<file path="src/rtl/dtrig_pkg.sv">
package dtrig_pkg;

    localparam logic [11:0] ADDR_SEL = 12'h7A0;
    localparam logic [11:0] ADDR_D1  = 12'h7A1;
    localparam logic [11:0] ADDR_D2  = 12'h7A2;
    localparam logic [11:0] ADDR_D3  = 12'h7A3;

    localparam logic [3:0] TYPE_NONE   = 4'h0;
    localparam logic [3:0] TYPE_MATCH  = 4'h2;
    localparam logic [3:0] TYPE_ICOUNT = 4'h3;
    localparam logic [3:0] TYPE_UNAVL  = 4'hF;

    typedef enum logic [2:0] {
        ACC_NONE,
        ACC_SEL,
        ACC_D1,
        ACC_D2,
        ACC_D3
    } acc_e;

endpackage

</file>
<file path="src/rtl/dtrig_decode.sv">
module dtrig_decode
    import dtrig_pkg::*;
#(
    parameter int XLEN      = 32,
    parameter int NUM_SLOTS = 5
) (
    input  logic            req,
    input  logic            we,
    input  logic [11:0]     addr,
    input  logic            halt,
    input  logic            mach,
    input  logic [XLEN-1:0] sel_q,
    output acc_e            acc,
    output logic            wr_ok,
    output logic            idx_ok
);

    always_comb begin
        acc = ACC_NONE;
        if (req) begin
            case (addr)
                ADDR_SEL: acc = ACC_SEL;
                ADDR_D1:  acc = ACC_D1;
                ADDR_D2:  acc = ACC_D2;
                ADDR_D3:  acc = ACC_D3;
                default:  acc = ACC_NONE;
            endcase
        end
    end

    // A write is accepted only from halt or machine requesters
    assign wr_ok  = req && we && (halt || mach);
    assign idx_ok = (sel_q < XLEN'(NUM_SLOTS));

endmodule

</file>
<file path="src/rtl/dtrig_slot.sv">
module dtrig_slot #(
    parameter int         XLEN      = 32,
    parameter logic [3:0] SLOT_TYPE = 4'h2
) (
    input  logic            clk,
    input  logic            rst_n,
    input  logic            halt,
    input  logic            wr_d1,
    input  logic            wr_d2,
    input  logic            wr_d3,
    input  logic [XLEN-1:0] wdata,
    output logic [XLEN-1:0] cfg1,
    output logic [XLEN-1:0] cfg2,
    output logic [XLEN-1:0] cfg3
);

    localparam int LOW_W   = XLEN - 5;
    localparam int OWN_BIT = XLEN - 5;

    generate
        if (SLOT_TYPE == 4'h0) begin : g_empty
            logic unused_ins;
            assign unused_ins = ^{clk, rst_n, halt, wr_d1, wr_d2, wr_d3, wdata};
            assign cfg1 = '0;
            assign cfg2 = '0;
            assign cfg3 = '0;
        end else begin : g_store
            logic             own_q;
            logic [LOW_W-1:0] low_q;
            logic [XLEN-1:0]  d2_q;
            logic [XLEN-1:0]  d3_q;
            logic             allow;

            // Ownership lock: a claimed slot listens to halt mode only
            assign allow = !own_q || halt;

            always_ff @(posedge clk) begin
                if (!rst_n) begin
                    own_q <= 1'b0;
                    low_q <= '0;
                    d2_q  <= '0;
                    d3_q  <= '0;
                end else begin
                    if (wr_d1 && allow) begin
                        low_q <= wdata[LOW_W-1:0];
                        if (halt) own_q <= wdata[OWN_BIT];
                    end
                    if (wr_d2 && allow) d2_q <= wdata;
                    if (wr_d3 && allow) d3_q <= wdata;
                end
            end

            assign cfg1 = {SLOT_TYPE, own_q, low_q};
            assign cfg2 = d2_q;
            assign cfg3 = d3_q;

            // a locked slot ignores every non-halt write
            p_lock_hold_r4: assert property (@(posedge clk) disable iff (!rst_n)
                (own_q && !halt && (wr_d1 || wr_d2 || wr_d3)) |=>
                ($stable(low_q) && $stable(d2_q) && $stable(d3_q) && $stable(own_q)));

            // the ownership bit moves only on a halt-mode data-1 write
            p_own_halt_r5: assert property (@(posedge clk) disable iff (!rst_n)
                !(halt && wr_d1) |=> $stable(own_q));
        end
    endgenerate

endmodule

</file>
<file path="src/rtl/dtrig_bank.sv">
module dtrig_bank
    import dtrig_pkg::*;
#(
    parameter int                      XLEN       = 32,
    parameter int                      NUM_SLOTS  = 5,
    parameter logic [4*NUM_SLOTS-1:0]  SLOT_TYPES = 20'h0F322
) (
    input  logic                      clk,
    input  logic                      rst_n,
    input  logic                      csr_req,
    input  logic                      csr_we,
    input  logic [11:0]               csr_addr,
    input  logic [XLEN-1:0]           csr_wdata,
    input  logic                      req_halt,
    input  logic                      req_mach,
    output logic [XLEN-1:0]           csr_rdata,
    output logic                      csr_hit,
    output logic [NUM_SLOTS*XLEN-1:0] slot_cfg1,
    output logic [NUM_SLOTS*XLEN-1:0] slot_cfg2,
    output logic [NUM_SLOTS*XLEN-1:0] slot_cfg3
);

    acc_e            acc;
    logic            wr_ok;
    logic            idx_ok;
    logic [XLEN-1:0] sel_q;
    logic [XLEN-1:0] cfg1_a [NUM_SLOTS];
    logic [XLEN-1:0] cfg2_a [NUM_SLOTS];
    logic [XLEN-1:0] cfg3_a [NUM_SLOTS];
    logic [XLEN-1:0] rd1, rd2, rd3;

    dtrig_decode #(
        .XLEN      (XLEN),
        .NUM_SLOTS (NUM_SLOTS)
    ) u_decode (
        .req    (csr_req),
        .we     (csr_we),
        .addr   (csr_addr),
        .halt   (req_halt),
        .mach   (req_mach),
        .sel_q  (sel_q),
        .acc    (acc),
        .wr_ok  (wr_ok),
        .idx_ok (idx_ok)
    );

    always_ff @(posedge clk) begin
        if (!rst_n) begin
            sel_q <= '0;
        end else if (wr_ok && acc == ACC_SEL) begin
            sel_q <= csr_wdata;
        end
    end

    generate
        for (genvar i = 0; i < NUM_SLOTS; i++) begin : g_slot
            logic hit_me;
            assign hit_me = wr_ok && (sel_q == XLEN'(i));

            dtrig_slot #(
                .XLEN      (XLEN),
                .SLOT_TYPE (SLOT_TYPES[4*i +: 4])
            ) u_slot (
                .clk   (clk),
                .rst_n (rst_n),
                .halt  (req_halt),
                .wr_d1 (hit_me && acc == ACC_D1),
                .wr_d2 (hit_me && acc == ACC_D2),
                .wr_d3 (hit_me && acc == ACC_D3),
                .wdata (csr_wdata),
                .cfg1  (cfg1_a[i]),
                .cfg2  (cfg2_a[i]),
                .cfg3  (cfg3_a[i])
            );

            assign slot_cfg1[i*XLEN +: XLEN] = cfg1_a[i];
            assign slot_cfg2[i*XLEN +: XLEN] = cfg2_a[i];
            assign slot_cfg3[i*XLEN +: XLEN] = cfg3_a[i];
        end
    endgenerate

    always_comb begin
        rd1 = '0;
        rd2 = '0;
        rd3 = '0;
        for (int i = 0; i < NUM_SLOTS; i++) begin
            if (sel_q == XLEN'(i)) begin
                rd1 = cfg1_a[i];
                rd2 = cfg2_a[i];
                rd3 = cfg3_a[i];
            end
        end
    end

    always_comb begin
        unique case (acc)
            ACC_SEL:  csr_rdata = sel_q;
            ACC_D1:   csr_rdata = idx_ok ? rd1 : '0;
            ACC_D2:   csr_rdata = idx_ok ? rd2 : '0;
            ACC_D3:   csr_rdata = idx_ok ? rd3 : '0;
            default:  csr_rdata = '0;
        endcase
    end

    assign csr_hit = (acc != ACC_NONE);

    // unprivileged writers cannot move the select register
    p_sel_drop_r6: assert property (@(posedge clk) disable iff (!rst_n)
        (csr_req && csr_we && csr_addr == ADDR_SEL && !req_halt && !req_mach)
        |=> $stable(sel_q));

    // a permitted select write is stored in full
    p_sel_store_r9: assert property (@(posedge clk) disable iff (!rst_n)
        (csr_req && csr_we && csr_addr == ADDR_SEL && (req_halt || req_mach))
        |=> (sel_q == $past(csr_wdata)));

    // out-of-range selection reads as zero
    p_oor_zero_r7: assert property (@(posedge clk) disable iff (!rst_n)
        (csr_req && (sel_q >= XLEN'(NUM_SLOTS)) &&
         (csr_addr == ADDR_D1 || csr_addr == ADDR_D2 || csr_addr == ADDR_D3))
        |-> (csr_rdata == '0));

    // addresses outside the window return zero and no hit
    p_outside_r1: assert property (@(posedge clk) disable iff (!rst_n)
        (csr_req && csr_addr[11:2] != 10'h1E8) |-> (!csr_hit && csr_rdata == '0));

endmodule

</file>
<file path="config.mk">
export PLATFORM = sky130hd
export DESIGN_NAME = dtrig_bank
export DESIGN_NICKNAME = d
export VERILOG_FILES = /design/src/rtl/dtrig_pkg.sv /design/src/rtl/dtrig_decode.sv /design/src/rtl/dtrig_slot.sv /design/src/rtl/dtrig_bank.sv
export SDC_FILE = /design/constraint.sdc
export NUM_CORES = 1
export LEC_CHECK = 0
export BUFFER_PORTS_ARGS = -buffer_cell sky130_fd_sc_hd__buf_2
export CAP_MARGIN = 20
export CELL_PAD_IN_SITES_DETAIL_PLACEMENT = 1
export CELL_PAD_IN_SITES_GLOBAL_PLACEMENT = 1
export CORE_ASPECT_RATIO = 1.4
export CORE_MARGIN = 5
export CORE_UTILIZATION = 35
export CTS_CLUSTER_SIZE = 28
export DETAILED_ROUTE_END_ITERATION = 8
export PLACE_DENSITY = 0.83
export SYNTH_ARGS = -nofsm -noshare
export SYNTH_HDL_FRONTEND = slang
export SYNTH_SLANG_ARGS = --single-unit
</file>
<file path="constraint.sdc">
create_clock -name clk -period 6.05 [get_ports clk]
set_input_delay 1.21 -clock clk [delete_from_list [all_inputs] [get_ports clk]]
set_output_delay 1.21 -clock clk [all_outputs]
set_load 0.1 [all_outputs]
</file>
# Word level (Yosys, flattened, before mapping)
# Index checks and enable logic that the tools add are counted.
# word_totals
reg_bits,400
latch_bits,0
ram_bits,0
mem_bits_ro,0
out_inout_bits,513
elab_cells,97
memories,0
# op_classes
addsub,0
mul,0
div,0
order_cmp,1
n_eq_ne,12
n_shift,0
muxes,21
n_bitwise,0
n_reduce_logical,46
# ops
op,count
$mux W32,17
$pmux W32 S4,1
$eq A32 B2 Y1 const B,2
$eq A12 B11 Y1 const B,4
$eq A32 B1 Y1 const B,1
$eq A32 B3 Y1 const B,1
$logic_not A32 Y1,1
$lt A32 B3 Y1 const B,1
$logic_and A1 B1 Y1,31
$mux W30,1
$pmux W3 S4,1
$reduce_and A2 Y1,4
$eq A3 B2 Y1 const B,2
$logic_or A1 B1 Y1,5
$logic_not A1 Y1,4
$eq A3 B1 Y1 const B,1
$eq A3 B3 Y1 const B,1
$mux W3,1
$reduce_bool A3 Y1,1

# Depth between registers and ports, before layout
# logic_depth
word_depth,8
mapped_depth,9
mapped_depth_nobuf,6

# By module
# A second synthesis with hierarchy kept.
# hier_totals
cells_unflattened,2181
hier_area_um2,20676.1
# by_module_without_submodules
module,n_inst,cells_per_inst,area_each_um2,seq_area_each_um2
dtrig_slot (g_slot[0].u_slot ...),3,344,3498.4,1841.8
dtrig_bank,1,686,5813.1,640.6
dtrig_slot (g_slot[3].u_slot),1,343,3494.6,1841.8
dtrig_slot (g_slot[4].u_slot),1,97,724.4,0.0
dtrig_decode,1,23,148.9,0.0

# Worst setup path after synthesis
# Ideal clock, no wire load.
# synth_path
path_type,input port to output port
startpoint,input csr_addr[3]
endpoint,output csr_rdata[25]
t_arrival_ns,4.722
required_ns,4.840
setup_slack_ns,0.118
path_stages,8
cell_sequence,nor4b_2 > nand4_1 > buf_2 > nor2_1 > buf_2 > buf_2 > a222oi_1 > o21ai_0
# synth_via
elab_chain_cells,5
word_cells_on_any_way,11
cone_classes,eq/ne (8); mux (3)
# synth_lines
element,line_no,source
from (decl),dtrig_bank.sv:12,"input logic [11:0] csr_addr,"
$eq A12 B11 Y1,dtrig_decode.sv:21,case (addr)
$pmux W3 S4 *,dtrig_decode.sv:21,
$mux W3 *,dtrig_decode.sv:20,if (req) begin
"$eq A3 B3 Y1, or another cell as far along",dtrig_bank.sv:96,unique case (acc)
$pmux W32 S4 *,dtrig_bank.sv:96,
to (decl),dtrig_bank.sv:16,"output logic [XLEN-1:0] csr_rdata,"
# Mark *: on every way between the ends. The rest lies on a longest branch, timed or not.

# Final worst setup path
# layout_path
startpoint,input csr_addr[3]
endpoint,output csr_rdata[31]
# The elaborated chain is that of the path after synthesis.

==> impl_metrics.ini <==
[timing]
worst_slew_pin_slew_ns = 1.220
rsz0062_at_grt = false
setup_viol = 0
fin_crit_ns = 5.511
max_freq_mhz = 181.4
fin_crit_sh_pct = 91.10
final.setup.tns_ns = 0
timing.hold.ws_ns = 0.4638
drv_slew = 0
maxSlewHeadroom_pct = 18.67
finalHoldViolCount = 0
skew_ns = 0.02220

[critical_path]
worstPathRequired_ns = 4.84
crit_slowest_cell = nor2_4
crit_path_end_kind = primary output
critPathBufInv = 2
critPathMaxFanout = 15
cp_top_family = simple AND/OR/NAND/NOR gates
path_cells = buf_2 -> nor4b_2 -> nand4_1 -> nor2_4 -> a221oi_1 -> o221a_2 -> o21ai_0 -> buf_12
startpoint_type = input port
slowest_delay_ns = 0.81
cp_data_arrival_time_ns = 4.30
crit_type = in2out
r2r_slack_ns = 1.75

[synth]
synthesis.area_um2 = 19550
ys_async_sr_fraction_pct = 0
yosys_warnings = 0
synth.avg_cell_area_um2 = 8.837
synthDistinctLibCells = 52
yosysSeqAreaShare_pct = 40.97
synth_edf_count = 0
ys_ff_latch = 400
synth-main-ff-cell = dfxtp_1
synthCells = 2212

[drt]
wl_per_cell_um = 27.47
viasPerCell = 5.589
num_vias = 18420
drt_iter0_markers = 1231
drc_errors = 0
first_pass_iters = 6
totalWireLength_um = 90520
ant_nets = 0

[power_and_ir_drop]
powerDensity_nw_per_um2 = 250.4
power_frac_seq_pct = 44.6
switching_share_pct = 26.25
vdd_drop_max_v = 0.0002103
power.switching_w = 0.001550
clkPwrFrac_pct = 47.6
p_int_w = 0.004354
p_comb_share_pct = 7.8
power.leakage_nw = 9.173

[floorplanning]
die_area_um2 = 60740
io_pins = 563
coreArea_um2 = 55390
die_w_um = 209.7
core.rowCount = 102
die_h_um = 289.6
start_util_pct = 35.29

[flow_run]
maxCapViolations = 0

[global_route]
grt.total_usage_pct = 28.32
grt_max_degree = 212
grt_pass1_wl_um = 129600
grt_pass1_vias = 19680
grt_overflow = 0
antenna_found_initial = 3

[cts]
worstSkewPairLatency_ns = 0.57
ctsHoldBuffers = 0
cts_buffers = 43
clock_sinks = 400
cts_resized = 0
clock_tree.root_cell = clkbuf_16
cts_tree = built
cts.path.max_buffers = 3
clkTransAtPathRegs_ns = 0.06
htreeDepth = 2
post-cts-setup-buffer-count = 0

[finish]
regArea_um2 = 8015
fillers = 6536
areaGrowthSynthToFinish_pct = 20.63
mostFrequentLayoutCell = nand2_1
layout-drive-gt1-share_pct = 29.21
multiInputGateArea_um2 = 10090
final_cell_mix = nand2_1 (811), buf_2 (419), dfxtp_1 (398)
final_nets = 2582

[place]
hpwl_um = 61600
io_buffers = 450
gp_congestion = 0.8815

[status]
outcome = completed

[hold_path]
holdCritPathClass = reg2reg
-- worst min-delay path, stage by stage (launching register included) --
cell	delay, ns
dfxtp_1	0.32
nand2_1	0.05
a21boi_1	0.05
-- area by class of cell --
| cell class | count | share of cell area (%) |
|---|---|---|
| diodes | 3 | 0.03184 |
| repair buffers | 481 | 12.93 |
| flip-flops and latches | 400 | 33.99 |
| multi-input cells | 1603 | 42.80 |
| well taps | 728 | 3.863 |
| inverters | 3 | 0.04776 |
| clock buffers | 59 | 5.290 |
| clock inverters | 18 | 1.045 |
-- power groups by stage --
stage	registers [W]	clock network [W]	logic (W)
6_report	0.00263	0.00281	0.000462
5_1_grt	0.00263	0.00295	0.000473
4_1_cts	0.00263	0.00285	0.000457
3_5_place_dp	0.00269	0	0.000457
3_3_place_gp	0.00269	0	0.000454
2_1_floorplan	0.00269	0	0.000459
-- synthesized netlist by cell type (all sizes together) (3+ instances only) --
cell	instances	area share, %
a221oi	3	0.13
nand2	854	17
nand4	4	0.24
mux4	85	9.8
clkbuf	115	2.2
o21ai	33	0.84
a2111oi	3	0.42
nor2	9	0.17
dfxtp	400	41
nor4	10	0.91
and2	12	0.38
nor3	4	0.10
mux2i	10	0.51
a21boi	396	16
a21oi	11	0.28
a222oi	20	1.0
inv	3	0.058
buf	201	7.7
a22o	9	0.40
-- cell families (layout without fill, tap and decap cells) --
kind of cell | after synthesis | in the layout | synth area share, %
multiplexers | 96 | 96 | 10.36
buffers and inverters | 319 | 561 | 9.934
flip-flops | 400 | 400 | 40.97
AND/OR/NAND/NOR | 909 | 909 | 19.32
AO/OA/AOI/OAI | 486 | 486 | 19.38
other | 2 | 115 | 0.03842
-- per-stage QoR --
step | instance area, um^2 | setup WS [ns] | cells | util, % | total power [W]
6_report | 23580 | 0.5386 | 3295 | 42.57 | 0.005905
5_1_grt | 23580 | 0.4093 | 3294 | 42.57 | 0.006054
4_1_cts | 23460 | 0.5706 | 3287 | 42.35 | 0.005937
3_5_place_dp | 21960 | 0.6106 | 3210 | 39.65 | 0.003148
3_3_place_gp | 21920 | 0.6784 | 3207 | 39.57 | 0.003145
2_1_floorplan | 19960 | 0.1176 | 2322 | - | 0.003151
-- per-layer routing --
metal / routed length, um / global-route usage (%)
met1: 32220 / 30.60
met2: 45820 / 50.92
met3: 6664 / 5.647
met4: 5804 / 17.32
met5: 11 / 0
-- registers in the layout, summed over array words and instances, names as in the netlist --
signal / cells
g_slot.u_slot.g_store.own_q: 4
g_slot.u_slot.g_store.low_q: 108
g_slot.u_slot.cfg2: 128
g_slot.u_slot.cfg3: 128
sel_q: 32
-- worst paths after layout --
| path | endpoint | cells past startpoint | start |
|---|---|---|---|
| setup / recovery | csr_rdata[31] | 8 | csr_addr[3] |
| hold / removal | g_slot[2].u_slot.cfg2[8] | 2 | g_slot[2].u_slot.cfg2[8] |
| setup reg to reg | g_slot[3].u_slot.cfg3[3] | 6 | sel_q[0] |
| hold reg to reg | g_slot[2].u_slot.cfg2[8] | 2 | g_slot[2].u_slot.cfg2[8] |
(Power assumes the default switching activity.)
